<file path="src/rtl/xw_pkg.sv">
package xw_pkg;
  typedef enum logic [1:0] {
    SZ_BYTE = 2'b00,
    SZ_WORD = 2'b01,
    SZ_ADDR = 2'b10
  } opsz_e;

  localparam logic [4:0] XW_TAG    = 5'b00011;
  localparam int         XW_ZC_BIT = 8;
  localparam int         XW_RS_BIT = 7;
  localparam int         XW_AL_BIT = 6;

  typedef struct packed {
    logic       zc;
    logic       from_reg;
    logic       al;
    logic [3:0] cnt;
  } xw_fields_t;
endpackage

</file>
<file path="src/rtl/xw_prefix_hold.sv">
module xw_prefix_hold
  import xw_pkg::*;
#(
  parameter int WORD_W = 16
) (
  input  logic              clk,
  input  logic              rst,
  input  logic              accept,
  input  logic              fetch_vld,
  input  logic [WORD_W-1:0] fetch_word,
  output logic              is_prefix,
  output logic              pend_vld,
  output xw_fields_t        pend
);
  localparam int TAG_LSB = WORD_W - 5;

  assign is_prefix = (fetch_word[WORD_W-1:TAG_LSB] == XW_TAG);

  always_ff @(posedge clk) begin
    if (rst) begin
      pend_vld <= 1'b0;
      pend     <= '0;
    end else if (accept && fetch_vld) begin
      if (is_prefix) begin
        pend_vld      <= 1'b1;
        pend.zc       <= fetch_word[XW_ZC_BIT];
        pend.from_reg <= fetch_word[XW_RS_BIT];
        pend.al       <= fetch_word[XW_AL_BIT];
        pend.cnt      <= fetch_word[3:0];
      end else begin
        pend_vld <= 1'b0;
        pend     <= '0;
      end
    end
  end
endmodule

</file>
<file path="src/rtl/xw_size_sel.sv">
module xw_size_sel
  import xw_pkg::*;
(
  input  logic  ext,
  input  logic  al,
  input  logic  bw,
  output opsz_e size,
  output logic  illegal
);
  always_comb begin
    illegal = 1'b0;
    if (!ext) begin
      size = bw ? SZ_BYTE : SZ_WORD;
    end else begin
      unique case ({al, bw})
        2'b11:   size = SZ_BYTE;
        2'b10:   size = SZ_WORD;
        2'b01:   size = SZ_ADDR;
        default: begin
          size    = SZ_WORD;
          illegal = 1'b1;
        end
      endcase
    end
  end
endmodule

</file>
<file path="src/rtl/xw_rep_ctr.sv">
module xw_rep_ctr #(
  parameter int CNT_W = 4
) (
  input  logic             clk,
  input  logic             rst,
  input  logic             load,
  input  logic [CNT_W-1:0] load_val,
  input  logic             done,
  output logic             busy,
  output logic             fin,
  output logic             reissue
);
  logic [CNT_W-1:0] rem_q;

  assign fin = busy && done && (rem_q == '0);

  always_ff @(posedge clk) begin
    if (rst) begin
      busy    <= 1'b0;
      rem_q   <= '0;
      reissue <= 1'b0;
    end else begin
      reissue <= 1'b0;
      if (load) begin
        busy  <= 1'b1;
        rem_q <= load_val;
      end else if (busy && done) begin
        if (rem_q == '0) begin
          busy <= 1'b0;
        end else begin
          rem_q   <= rem_q - 1'b1;
          reissue <= 1'b1;
        end
      end
    end
  end
endmodule

</file>
<file path="src/rtl/xw_seq.sv">
module xw_seq
  import xw_pkg::*;
#(
  parameter int WORD_W = 16,
  parameter int CNT_W  = 4,
  parameter int RF_W   = 16
) (
  input  logic              clk,
  input  logic              rst,
  input  logic              fetch_vld,
  input  logic [WORD_W-1:0] fetch_word,
  input  logic              ins_bw,
  output logic [CNT_W-1:0]  rf_rd_idx,
  input  logic [RF_W-1:0]   rf_rd_data,
  input  logic              exec_done,
  input  logic              carry_in,
  output logic [1:0]        op_size,
  output logic              size_illegal,
  output logic              addr20,
  output logic              carry_op,
  output logic              rep_active,
  output logic              reissue
);
  logic       is_prefix, pend_vld, busy, fin, decode, illegal_d;
  xw_fields_t pend;
  opsz_e      size_d;
  logic [CNT_W-1:0] cnt_d;
  logic       zc_q;

  assign decode = !busy && fetch_vld && !is_prefix;

  xw_prefix_hold #(.WORD_W(WORD_W)) hold_i (
    .clk(clk), .rst(rst), .accept(!busy), .fetch_vld(fetch_vld),
    .fetch_word(fetch_word), .is_prefix(is_prefix),
    .pend_vld(pend_vld), .pend(pend)
  );

  xw_size_sel size_i (
    .ext(pend_vld), .al(pend.al), .bw(ins_bw),
    .size(size_d), .illegal(illegal_d)
  );

  assign rf_rd_idx = pend.cnt[CNT_W-1:0];

  always_comb begin
    if (!pend_vld)         cnt_d = '0;
    else if (pend.from_reg) cnt_d = rf_rd_data[CNT_W-1:0];
    else                   cnt_d = pend.cnt[CNT_W-1:0];
  end

  xw_rep_ctr #(.CNT_W(CNT_W)) ctr_i (
    .clk(clk), .rst(rst), .load(decode), .load_val(cnt_d),
    .done(exec_done), .busy(busy), .fin(fin), .reissue(reissue)
  );

  always_ff @(posedge clk) begin
    if (rst) begin
      op_size      <= SZ_WORD;
      size_illegal <= 1'b0;
      addr20       <= 1'b0;
      rep_active   <= 1'b0;
      zc_q         <= 1'b0;
    end else if (decode) begin
      op_size      <= size_d;
      size_illegal <= illegal_d;
      addr20       <= pend_vld;
      rep_active   <= pend_vld;
      zc_q         <= pend_vld && pend.zc;
    end else if (fin) begin
      rep_active   <= 1'b0;
      zc_q         <= 1'b0;
    end
  end

  assign carry_op = carry_in && !zc_q;
endmodule

</file>
<file path="config.mk">
export PLATFORM = sky130hd
export DESIGN_NAME = xw_seq
export DESIGN_NICKNAME = d
export VERILOG_FILES = /design/src/rtl/xw_pkg.sv /design/src/rtl/xw_prefix_hold.sv /design/src/rtl/xw_size_sel.sv /design/src/rtl/xw_rep_ctr.sv /design/src/rtl/xw_seq.sv
export SDC_FILE = /design/constraint.sdc
export NUM_CORES = 1
export LEC_CHECK = 0
export BUFFER_PORTS_ARGS = -buffer_cell sky130_fd_sc_hd__buf_2
export CAP_MARGIN = 20
export CORE_ASPECT_RATIO = 1.5
export CORE_UTILIZATION = 43
export DETAILED_ROUTE_END_ITERATION = 8
export PLACE_DENSITY = 0.81
export SYNTH_ARGS = -nofsm -noshare
export SYNTH_HDL_FRONTEND = slang
export SYNTH_SLANG_ARGS = --single-unit
</file>
<file path="constraint.sdc">
create_clock -name clk -period 1.92 [get_ports clk]
set_clock_uncertainty 0.05 [all_clocks]
set_input_delay 0.096 -clock clk [delete_from_list [all_inputs] [get_ports clk]]
set_output_delay 0.096 -clock clk [all_outputs]
set_load 0.01 [all_outputs]
</file>
== Yosys cells after proc, flatten, opt, wreduce, memory -nomap -nowiden ==
Cells that the tools add are included.

* Flip-flop bits (word level): 20
* Latch bits: 0
* RAM bits: 0
* Bits in read-only memories: 0
* Input bits: 38
* Output and inout bits: 11
* Memories kept: 0

* Add/sub/neg operators: 1
* $mul: 0
* Div/mod/pow operators: 0
* Order comparisons: 0
* Equality and inequality tests: 5
* Shift operators: 0
* Muxes and demuxes: 19
* Bitwise logic cells: 1
* Reduce and logical (&&, ||, !) cells: 17

{| class="wikitable"
|+ Operator list
! operator !! number
|-
| $mux W4 || 5
|-
| $mux W1 || 11
|-
| $mux W7 || 1
|-
| $logic_and A1 B1 Y1 || 6
|-
| $reduce_bool A2 Y1 || 3
|-
| $reduce_or A3 Y1 || 2
|-
| $eq A5 B2 Y1 const B || 1
|-
| $eq A2 B2 Y1 const B || 2
|-
| $logic_not A4 Y1 || 1
|-
| $pmux W2 S2 || 1
|-
| $reduce_and A2 Y1 || 2
|-
| $sub A4 B1 Y4 const B || 1
|-
| $logic_not A1 Y1 || 3
|-
| $eq A2 B1 Y1 const B || 1
|-
| $mux W2 || 1
|-
| $ne A2 B1 Y1 const B || 1
|-
| $not A1 Y1 || 1
|}

== Longest topological paths before layout ==
* Depth in word-level cells: 5
* Mapped depth: 6
* Mapped depth without buffers: 6

== Cells and area by module ==
Synthesis repeated with hierarchy kept, for this count alone.

* Cell total of the unflattened synthesis: 118
* Area, all modules: 1093.5 um^2

{| class="wikitable"
|+ Modules (own cells, without submodules)
! module !! times used !! cells each !! area each (um^2) !! seq. area each (um^2)
|-
| xw_seq || 1 || 37 || 371.6 || 120.1
|-
| xw_prefix_hold || 1 || 38 || 356.6 || 160.2
|-
| xw_rep_ctr || 1 || 40 || 340.3 || 120.1
|-
| xw_size_sel || 1 || 3 || 25.0 || 0.0
|}

== Worst setup path after synthesis ==
No wires, ideal clock.

* Path kind: register to register
* From: register ctr_i.rem_q[0]
* To: register ctr_i.rem_q[0]
* Arrival: 1.287 ns
* Setup slack: 0.497 ns
* Cell stages (with the launch flop): 7
* Buffers on the path: 0
* Clock period less this slack: 1.423 ns
* Path through: dfxtp_1 > inv_1 > ha_1 > nor3b_1 > nor2_1 > xnor2_1 > a211oi_1

* Longest elaborated chain between the ends: 4
* Elaborated cells on any way between the ends: 7
* Classes of those cells: add/sub (1); eq/ne (1); mux (3); reduce/logical (2)

{| class="wikitable"
|+ Ends and longest elaborated chain
! item !! RTL line !! source
|-
| from (decl) || xw_rep_ctr.sv:13 || <nowiki>logic [CNT_W-1:0] rem_q;</nowiki>
|-
| from (signal assigned) || xw_rep_ctr.sv:26 || <nowiki>rem_q <= load_val;</nowiki>
|-
| from (signal assigned) || xw_rep_ctr.sv:31 || <nowiki>rem_q <= rem_q - 1'b1;</nowiki>
|-
| $sub A4 B1 Y4 || xw_rep_ctr.sv:31 ||
|-
| $mux W4 || xw_rep_ctr.sv:28 || <nowiki>if (rem_q == '0) begin</nowiki>
|-
| $mux W4 || xw_rep_ctr.sv:27 || <nowiki>end else if (busy && done) begin</nowiki>
|-
| $mux W4 || xw_rep_ctr.sv:24 || <nowiki>if (load) begin</nowiki>
|}

Parallel ways exist; a longest one is shown, timed or not. The select of a mux whose other input is x is not followed.
A chain may end at the register's enable or synchronous reset.

== Final worst setup path ==
Same ends and word-level chain as after synthesis.

==> impl_metrics.csv <==
group,metric,value,unit
drt,routed_wirelength,1970,um
critical_path,regToRegEndpoint,"ctr_i.rem_q[0]",
clock_tree,path_clk_slew,110,ps
timing,timing.final.setup_violations,0,
final_layout,multi_input_area,463,um^2
clock_tree,ctsHtreeMaxLevel,1,
power,leakage,0.490,nW
synth,synth_cells,100,
clock_tree,cts_buffers,3,
placement,port-buffer-count,32,
drt,via_count,818,
synth,synth.net_count,139,
critical_path,critPathArrivalTime,1800,ps
floorplan,die_w,40.0,um
timing,slew_headroom,69.4,%
job,max-cap-violations,0,
drt,initialDrtViolationCount,15,
synth,yosys_register_bits,20,
clock_tree,tritoncts_clock_tree,"yes",
worst_hold_path,hold-path-cell-count,3,
critical_path,crit_fanout,4,
outcome,status,"completed",
drt,avgRoutedWirePerCell,12.8,um
critical_path,r2r_start,"ctr_i.rem_q[0]",
drt,drc,0,
critical_path,critical_path_cell_sequence,"inv_1, ha_1, nor3b_1, nor2_1, xnor2_1, a211oi_1",
critical_path,cpPeakStageDelay,420,ps
critical_path,worst-setup-path-type,"reg -> reg",
timing,maxSlewViolCount,0,
drt,drtPass1Iterations,4,
synth,synth_enable_flop_cells,0,
clock_tree,cts_hold_buffers,5,
critical_path,critical_path.top_delay_family,"simple AND/OR/NAND/NOR gates",
clock_tree,postCtsSetupBuffers,0,
global_route,number_of_global_route_vias_before_repair,802,
power,worst_supply_voltage_drop_on_vdd,0.641,mV
timing,tightestPinTransition,458,ps
timing,setup_slack_after_layout,295,ps
synth,sequential_to_total_area_share_from_yosys_stat,43.1,%
power,total_power,879,uW
timing,rsz_0062_raised_after_global_routing,"no",
clock_tree,clock_sink_count,20,
clock_tree,clk-insertion-delay-late,300,ps
critical_path,startpoint_type,"register",
global_route,grt_pass1_wl,3340,um
timing,hold-worst-slack,32.0,ps
floorplan,initial_core_util,45.9,%
critical_path,worst_path_max_delay_cell,"nor3b_1",
placement,gp_congestion,0.715,
worst_hold_path,holdPathEnd,"hold_i.pend[3]",
critical_path,required,2090,ps
global_route,antenna_found_initial,0,
placement,place.detailed.hpwl,1450,um
clock_tree,clk_root_buffer_cell,"clkbuf_4",
final_layout,layout.cells.most_common_list,"buf_2 (32), dfxtp_1 (20), nor2_1 (13)",
global_route,pin_count_of_the_biggest_net_entering_global_routing,21,
final_layout,antenna_cells,0,
synth,syn-mean-instance-area,9.30,um^2
critical_path,worstSetupEndpointType,"register",
final_layout,drive_gt1_share,34.8,%
floorplan,io-pin-count,49,
synth,dominantRegCellSynth,"dfxtp_1",
final_layout,final_nets,172,
floorplan,rows,20,
timing,min_period_over_period,84.6,%
final_layout,fillers,187,
final_layout,final_core_util,57.3,%
drt,vias_per_cell,5.31,
synth,synth-warning-count,0,
critical_path,worstRegToRegCells,6,
floorplan,core_area,0.00203,mm^2
global_route,globalRouteTotalUtil,21.0,%
synth,yosysUniqueCellTypes,29,
clock_tree,cts.repair.resized,0,
synth,synth_async_sr_flop_share,0,%
placement,detailedPlace.worstSlack,328,ps
final_layout,final-seq-area,400,um^2
worst_hold_path,worst_hold_path_type,"in -> reg",
critical_path,worst-r2r-setup-slack,290,ps
clock_tree,clock_tree.buffer_depth,2,
floorplan,die_height,58.9,um
power,power_per_cell_area,757,mW/mm^2
final_layout,layout.cells.most_common,"buf_2",
worst_hold_path,worst_hold_startpoint,"fetch_word[3]",
global_route,globalRoute.totalOverflow,0,
timing,report.final.hold_viol_count,0,
timing,final.setup.tns,0,ps
timing,layout_min_cycle_time,1630,ps
floorplan,die-area,0.00236,mm^2
critical_path,buffer_and_inverter_count_on_the_worst_path,1,
synth,post_synth_instance_area,930,um^2
final_layout,areaGrowthSynthToFinish,24.9,%
drt,route.antenna.remaining_nets,0,
timing,achievable-frequency,0.615,GHz
worst min-delay path: cells and delay by family:
| family | cells | cell delay, ps |
|---|---|---|
| and+or+nand+nor | 1 | 100 |
| AOI/OAI and AO/OA | 1 | 70 |
| buffers and inverters | 1 | 90 |
layout make-up:
class / instances / share of cell area [%]
timing repair buffer: 37 / 18.1
tap: 22 / 2.37
inverter: 2 / 0.647
clock buffer: 3 / 1.94
clock inverter: 1 / 2.59
sequential: 20 / 34.5
multi-input combinational: 69 / 39.9
metal layers:
layer  vias up  GRT usage (%)  routed length (um)
met4         0           12.8                  44
met3         4           3.02                  84
met5         -              0                   0
li1        416              -                   -
met1       374           21.7                 691
met2        24           36.9                1150
Yosys cell counts (2+ instances only):
master | n | share of area, %
dfxtp_1 | 20 | 43
nor2_1 | 13 | 5.2
a21oi_1 | 10 | 5.4
a22oi_1 | 7 | 5.7
nand2_1 | 7 | 2.8
nand3_1 | 7 | 3.8
mux2_2 | 5 | 6.1
buf_4 | 4 | 3.2
a211oi_1 | 2 | 1.6
buf_2 | 2 | 1.1
clkbuf_1 | 2 | 0.81
inv_1 | 2 | 0.81
mux2i_1 | 2 | 2.2
nor2b_1 | 2 | 1.3
where the power goes:
part	internal, mW	switching (mW)
Sequential	0.424	0.00904
Combinational	0.0528	0.0558
Clock	0.211	0.126
Total	0.688	0.191
cell families (layout without fill, tap and decap cells):
group / after synthesis / in the layout / share of synthesized area [%]
compound gates: 23 / 23 / 17.6
mux: 7 / 7 / 8.21
buf+inv: 11 / 43 / 7.13
fa+ha+maj: 1 / 1 / 1.35
simple gates: 37 / 37 / 21.7
flops: 20 / 20 / 43.1
xor+xnor: 1 / 1 / 0.942
flip-flops by register name, summed over array words and instances (netlist names):
name and count:
addr20 1, op_size 2, ctr_i.busy 1, ctr_i.reissue 1
hold_i.pend 7, zc_q 1, hold_i.pend_vld 1, size_illegal 1
ctr_i.rem_q 4, rep_active 1
stage by stage:
stage	std cells	instance area, um^2
detailed placement	145	1060
finish	154	1160
CTS	154	1160
global route	154	1160
floorplan	100	930
global placement	145	1060
how the worst max path moves through the flow:
| stage | startpoint | to | cells after the start |
|---|---|---|---|
| after floorplan | ctr_i.rem_q[0] | ctr_i.rem_q[0] | 6 |
| after global routing | ctr_i.rem_q[0] | ctr_i.rem_q[0] | 6 |
| after CTS | ctr_i.busy | size_illegal | 4 |
| after detailed placement | ctr_i.rem_q[0] | ctr_i.busy | 6 |
| final | ctr_i.rem_q[0] | ctr_i.rem_q[0] | 6 |
| after global placement | ctr_i.busy | size_illegal | 4 |
Power figures use the tool's default switching activity.
